===== config.mk =====
export PLATFORM = sky130hd
export DESIGN_NAME = tok_counter
export DESIGN_NICKNAME = d
export VERILOG_FILES = /design/src/rtl/tc_pkg.sv /design/src/rtl/tc_digit.sv /design/src/rtl/tc_ctrl.sv /design/src/rtl/tok_counter.sv
export SDC_FILE = /design/constraint.sdc
export NUM_CORES = 1
export LEC_CHECK = 0
export ABC_CLOCK_PERIOD_IN_PS = 10220
export BUFFER_PORTS_ARGS = -buffer_cell sky130_fd_sc_hd__buf_2
export CAP_MARGIN = 15
export CORE_AREA = 2 2 104 106
export DETAILED_ROUTE_END_ITERATION = 10
export DIE_AREA = 0 0 106 108
export PLACE_DENSITY = 0.62
export SYNTH_ARGS = -nofsm -noshare
export SYNTH_HDL_FRONTEND = slang
export SYNTH_SLANG_ARGS = --single-unit

===== constraint.sdc =====
create_clock -name clk_i -period 10.22 [get_ports clk_i]
set_clock_uncertainty 0.15 [all_clocks]
set_input_delay 1.022 -clock clk_i [delete_from_list [all_inputs] [get_ports clk_i]]
set_output_delay 1.022 -clock clk_i [all_outputs]
set_load 0.01 [all_outputs]

===== src/rtl/tc_pkg.sv =====
package tc_pkg;
  typedef enum logic [1:0] {
    ST_IDLE = 2'd0,
    ST_FILL = 2'd1,
    ST_DEC  = 2'd2
  } tc_state_e;
endpackage


===== src/rtl/tc_digit.sv =====
module tc_digit #(
  parameter int W  = 8,
  parameter int CW = 4
) (
  input  logic [W-1:0]  bits_i,
  output logic [CW-1:0] val_o,
  output logic          nz_o,
  output logic          therm_ok_o,
  output logic [W-1:0]  clr_o
);
  logic [W:0] ext;
  logic       found;

  assign ext        = {1'b0, bits_i};
  assign therm_ok_o = ((ext + 1'b1) & ext) == '0;
  assign nz_o       = |bits_i;

  always_comb begin
    val_o = '0;
    for (int k = 0; k < W; k++) val_o = val_o + CW'(bits_i[k]);
  end

  // clear the highest set bit
  always_comb begin
    clr_o = bits_i;
    found = 1'b0;
    for (int k = W-1; k >= 0; k--) begin
      if (!found && bits_i[k]) begin
        clr_o[k] = 1'b0;
        found    = 1'b1;
      end
    end
  end
endmodule


===== src/rtl/tc_ctrl.sv =====
module tc_ctrl
  import tc_pkg::*;
#(
  parameter int N = 5
) (
  input  logic         clk_i,
  input  logic         rst_ni,
  input  logic         load_i,
  input  logic         dec_i,
  input  logic         tot_nz_i,
  input  logic [N-1:0] nz_i,
  output logic         do_clr_o,
  output logic         do_fill_o,
  output logic         do_dec0_o,
  output logic [N-1:0] sel_o,
  output logic [N-1:0] below_o,
  output logic         busy_o,
  output logic         done_o,
  output logic         err_o
);
  tc_state_e    st_q, st_d;
  logic [N-1:0] below_q;
  logic         err_set;

  // lowest non-empty digit above digit 0
  always_comb begin
    sel_o = '0;
    for (int i = N-1; i >= 1; i--) if (nz_i[i]) sel_o = N'(1) << i;
  end

  always_comb begin
    st_d      = st_q;
    do_clr_o  = 1'b0;
    do_fill_o = 1'b0;
    do_dec0_o = 1'b0;
    err_set   = 1'b0;
    unique case (st_q)
      ST_IDLE: if (!load_i && dec_i) begin
        if (!tot_nz_i)    err_set   = 1'b1;
        else if (nz_i[0]) do_dec0_o = 1'b1;
        else begin
          do_clr_o = 1'b1;
          st_d     = ST_FILL;
        end
      end
      ST_FILL: begin
        if (load_i) st_d = ST_IDLE;
        else begin
          do_fill_o = 1'b1;
          st_d      = ST_DEC;
        end
      end
      ST_DEC: begin
        st_d = ST_IDLE;
        if (!load_i) do_dec0_o = 1'b1;
      end
      default: st_d = ST_IDLE;
    endcase
  end

  always_ff @(posedge clk_i or negedge rst_ni) begin
    if (!rst_ni) begin
      st_q    <= ST_IDLE;
      below_q <= '0;
      done_o  <= 1'b0;
      err_o   <= 1'b0;
    end else begin
      st_q   <= st_d;
      done_o <= do_dec0_o;
      err_o  <= err_set;
      if (do_clr_o) below_q <= sel_o - 1'b1;
    end
  end

  assign below_o = below_q;
  assign busy_o  = st_q != ST_IDLE;
endmodule


===== src/rtl/tok_counter.sv =====
module tok_counter #(
  parameter  int NUM_DIGITS = 5,
  parameter  int DIG_W      = 8,
  parameter  int TOP_W      = 7,
  localparam int FIELD_W    = (NUM_DIGITS-1)*DIG_W + TOP_W,
  localparam int RAD_SH     = $clog2(DIG_W),
  localparam int TOK_W      = RAD_SH*NUM_DIGITS + 1
) (
  input  logic               clk_i,
  input  logic               rst_ni,
  input  logic               load_i,
  input  logic [FIELD_W-1:0] load_bits_i,
  input  logic               dec_i,
  output logic [FIELD_W-1:0] field_o,
  output logic [TOK_W-1:0]   tokens_o,
  output logic               zero_o,
  output logic               corrupt_o,
  output logic               busy_o,
  output logic               done_o,
  output logic               err_o
);
  localparam int CW = $clog2(DIG_W+1);

  logic [FIELD_W-1:0]    field_q, field_d;
  logic [NUM_DIGITS-1:0] nz, ok, sel, below;
  logic [CW-1:0]         val [NUM_DIGITS];
  logic                  do_clr, do_fill, do_dec0;

  for (genvar i = 0; i < NUM_DIGITS; i++) begin : g_dig
    localparam int W   = (i == NUM_DIGITS-1) ? TOP_W : DIG_W;
    localparam int OFF = (i == NUM_DIGITS-1) ? 0 : (NUM_DIGITS-1-i)*DIG_W - (DIG_W-TOP_W);
    localparam logic [W-1:0] FILL_V = (i == 0) ? {W{1'b1}} : ({W{1'b1}} >> 1);

    logic [W-1:0]  cur, clr, nxt;
    logic [CW-1:0] v;

    assign cur = field_q[OFF +: W];

    tc_digit #(.W(W), .CW(CW)) i_digit (
      .bits_i     (cur),
      .val_o      (v),
      .nz_o       (nz[i]),
      .therm_ok_o (ok[i]),
      .clr_o      (clr)
    );

    always_comb begin
      if (load_i)                      nxt = load_bits_i[OFF +: W];
      else if (do_clr && sel[i])       nxt = clr;
      else if (do_fill && below[i])    nxt = FILL_V;
      else if (do_dec0 && (i == 0))    nxt = clr;
      else                             nxt = cur;
    end

    assign field_d[OFF +: W] = nxt;
    assign val[i]            = v;
  end

  always_comb begin
    tokens_o = '0;
    for (int i = 0; i < NUM_DIGITS; i++)
      tokens_o = tokens_o + (TOK_W'(val[i]) << (RAD_SH*i));
  end

  assign zero_o    = tokens_o == '0;
  assign corrupt_o = ~&ok;
  assign field_o   = field_q;

  tc_ctrl #(.N(NUM_DIGITS)) i_ctrl (
    .clk_i     (clk_i),
    .rst_ni    (rst_ni),
    .load_i    (load_i),
    .dec_i     (dec_i),
    .tot_nz_i  (|nz),
    .nz_i      (nz),
    .do_clr_o  (do_clr),
    .do_fill_o (do_fill),
    .do_dec0_o (do_dec0),
    .sel_o     (sel),
    .below_o   (below),
    .busy_o    (busy_o),
    .done_o    (done_o),
    .err_o     (err_o)
  );

  always_ff @(posedge clk_i or negedge rst_ni) begin
    if (!rst_ni) field_q <= '0;
    else         field_q <= field_d;
  end
endmodule


==> flow_metrics.tcl <==
set metrics [dict create \
    status "complete, no violations" \
    hold_violations 0 \
    worstMarginPinSlew_ns 1.06 \
    cts-resized-gates 0 \
    instances_no_fill 690 \
    wirelength_mm 12.0 \
    io_pins 103 \
    synth_commonest_cells "66 x inv_1, 48 x dfrtp_1, 33 x nand2_1" \
    cp-end-kind "output port" \
    post_drt_wl_per_cell_um 17.4 \
    synth_edf_count 0 \
    root_buffer "clkbuf_8" \
    synth_most_common_cell "inv_1" \
    slew_violations 0 \
    ys_seq_area_share_pct 29.8 \
    async_reset_ff_share_pct 100 \
    ys_dominant_reg_cell "dfrtp_1" \
    max_freq_mhz 152 \
    coreArea_mm2 0.0102 \
    drc 0 \
    port_buffers 102 \
    clk_latency_ns 0.31 \
    worstHoldPathCells 2 \
    rr_worst_depth 6 \
    p_sw_uw 346 \
    post-route-period-util_pct 64.2 \
    gp_congestion 0.880 \
    drive_above_1_share_pct 21.8 \
    drt_pre_antenna_iters 5 \
    die_w_um 106 \
    hold_class "register to register" \
    postRouteAntennaNets 0 \
    cts_made_buffers 5 \
    maxCapViolations 0 \
    power.total_uw 783 \
    yosys.area.top_type "dfrtp_1" \
    syn_to_final_growth_pct 18.1 \
    crit_top_cell "fa_1" \
    track_usage_pct 21.1 \
    worstHoldStart "i_ctrl.below_o[3]$_DFFE_PN0P_" \
    r2r_setup_slack_ns 6.98 \
    synth_top_area_share_pct 29.8 \
    r2r_end "field_o[0]$_DFFE_PN0P_" \
    holdPathEnd "i_ctrl.below_o[3]$_DFFE_PN0P_" \
    worstPathRequired_ns 9.05 \
    p_int_uw 437 \
    die_h_um 108 \
    syn_area_mm2 0.00403 \
    vias_per_cell 5.55 \
    finalSetupViolations 0 \
    start_kind "register" \
    cp_max_fo 9 \
    clock_power_share_pct 16.5 \
    final.setup.tns_ns 0 \
    grt_pass1_wl_mm 19.4 \
    syn_inst 459 \
    p_seq_share_pct 29.3 \
    relSlewSlack_pct 29.1 \
    cts_tree "yes" \
    avgSynthCellArea_um2 8.78 \
    cts.path.max_buffers 2 \
    h-tree-depth 2 \
    grt_start_max_net_pins 52 \
    postCtsSetupBuffers 0 \
    synth-seq-cells 48 \
    clk_pin_slew_ns 0.10 \
    dp.cells 681 \
    cts_sinks 48 \
    leakage_uw 0.00231 \
    antenna_found_initial 0 \
    swShare_pct 44.2 \
    worstSetupPathType "register to output port" \
    ys_types 67 \
    dieArea_mm2 0.0114 \
    regToRegStartpoint "field_o[29]$_DFFE_PN0P_" \
    start_util_pct 39.4 \
    hold_buffers 0 \
    p_per_area_mw_per_mm2 165 \
    pre_cts_slack_ns 4.04 \
    timing.final.crit_period_ns 6.56 \
    fin_nets 646 \
    num_rows 37 \
    critPathMaxStageDelay_ns 0.57 \
    num_vias 3827 \
    yosysWarnings 0 \
    rsz0062_at_grt "false" \
    path_cells "inv_1 -> ha_1 -> inv_1 -> fa_1 -> fa_1 -> fa_1 -> fa_1 -> xnor2_1 -> a31oi_1 -> or4_1 -> a2111oi_0 -> nand4bb_1 -> nor4b_1 -> buf_2" \
    dpl.hpwl_mm 9.40 \
    slowest_stage "a2111oi_0" \
    ir_drop_mv 0.0754 \
    drt_iter0_markers 295 \
    n_antenna_cell 0 \
    finalWorstSetupSlack_ns 3.66 \
    p_comb_share_pct 54.2 \
    synthTopCellsByArea "dfrtp_1 30%, ha_1 9.6%, fa_1 9.4%" \
    syn-num-nets 552 \
    grt_pass1_vias 3804 \
    worstPathArrival_ns 5.39 \
    overflow 0 \
]
[how the worst max path moves through the flow]
| stage | cells after the start | endpoint | slack (ns) | startpoint |
|---|---|---|---|---|
| floorplan | 13 | zero_o | 4.43 | field_o[23]$_DFFE_PN0P_ |
| global placement | 14 | zero_o | 4.21 | field_o[24]$_DFFE_PN0P_ |
| detailed placement | 14 | zero_o | 4.04 | field_o[24]$_DFFE_PN0P_ |
| CTS | 14 | zero_o | 3.68 | field_o[24]$_DFFE_PN0P_ |
| global route | 14 | zero_o | 3.23 | field_o[24]$_DFFE_PN0P_ |
| finish | 14 | zero_o | 3.66 | field_o[24]$_DFFE_PN0P_ |
[critical path: cells and delay by family, from the launching register on]
kind	cells	cell delay (ns)
AO/OA/AOI/OAI	2	0.79
AND/OR/NAND/NOR	3	0.94
adder cells (fa/ha/maj)	5	2.02
flip-flops	1	0.46
buffers and inverters	3	0.32
XOR/XNOR	1	0.55
[cell usage in the layout, fill, tap and decap left out, drive strengths merged, types with 3 or more instances in the layout]
| cell type | Yosys | final |
|---|---|---|
| o21ai | 25 | 25 |
| nor2b | 9 | 9 |
| or4b | 3 | 3 |
| o22ai | 15 | 15 |
| nor4b | 3 | 3 |
| xor2 | 7 | 7 |
| inv | 66 | 67 |
| o21a | 3 | 3 |
| nand2 | 33 | 33 |
| clkbuf | 13 | 6 |
| nor3 | 10 | 10 |
| nand2b | 3 | 3 |
| nor2 | 26 | 26 |
| a221o | 4 | 4 |
| nand3 | 7 | 7 |
| or4 | 4 | 4 |
| ha | 31 | 31 |
| dfrtp | 48 | 48 |
| and2 | 4 | 4 |
| buf | 3 | 103 |
| xnor2 | 8 | 8 |
| nand3b | 3 | 3 |
| nand4 | 7 | 7 |
| or3 | 3 | 3 |
| fa | 19 | 19 |
| a31oi | 13 | 13 |
| nor4 | 7 | 7 |
| a21oi | 22 | 22 |
| a21o | 3 | 3 |
| mux2i | 5 | 5 |
| nor3b | 3 | 3 |
| o211ai | 8 | 8 |
| o311ai | 3 | 3 |
| and3 | 5 | 5 |
| o31ai | 3 | 3 |
[registers in the layout, indices dropped and copies added, names as in the netlist]
name,flops
i_ctrl.below_o,5
i_ctrl.done_o,1
i_ctrl.err_o,1
field_o,39
i_ctrl.st_q,2
[stage by stage]
step	hold slack, ns	instance area, um^2	util, %
2_1_floorplan	0.282	4030	-
3_3_place_gp	0.300	4640	45.4
3_5_place_dp	0.310	4640	45.4
4_1_cts	0.333	4740	46.3
5_1_grt	0.377	4760	46.5
6_report	0.328	4760	46.5
[cell families (layout without fill, tap and decap cells)]
| kind of cell | after synthesis | count (layout) | synth area share, % |
|---|---|---|---|
| xor+xnor | 15 | 15 | 3.26 |
| mux | 6 | 6 | 1.52 |
| flops | 48 | 48 | 29.8 |
| simple gates | 133 | 133 | 17.7 |
| buf+inv | 83 | 178 | 7.95 |
| fa+ha+maj | 50 | 50 | 19.1 |
| compound gates | 124 | 124 | 20.7 |
[power by group through the flow]
stage | logic (uW) | registers, uW | clock network, uW
floorplan | 272 | 233 | 0
global placement | 410 | 231 | 0
detailed placement | 422 | 232 | 0
CTS | 424 | 229 | 133
global route | 475 | 232 | 136
finish | 425 | 229 | 130
[area by class of cell]
type | count | area, um^2
Clock buffer | 6 | 82.6
Clock inverter | 2 | 13.8
Fill cell | 1041 | 5470
Inverter | 67 | 251
Multi-Input combinational cell | 328 | 2510
Sequential cell | 48 | 1200
Tap cell | 136 | 170
Timing Repair Buffer | 103 | 531
[layer usage]
layer,vias to the layer above,wire length [um],track usage (%)
met3,14,695,2.29
li1,1827,-,-
met4,0,193,4.51
met5,-,0,0
met2,137,5650,35.5
met1,1849,5450,29.7
Power figures use the tool's default switching activity.
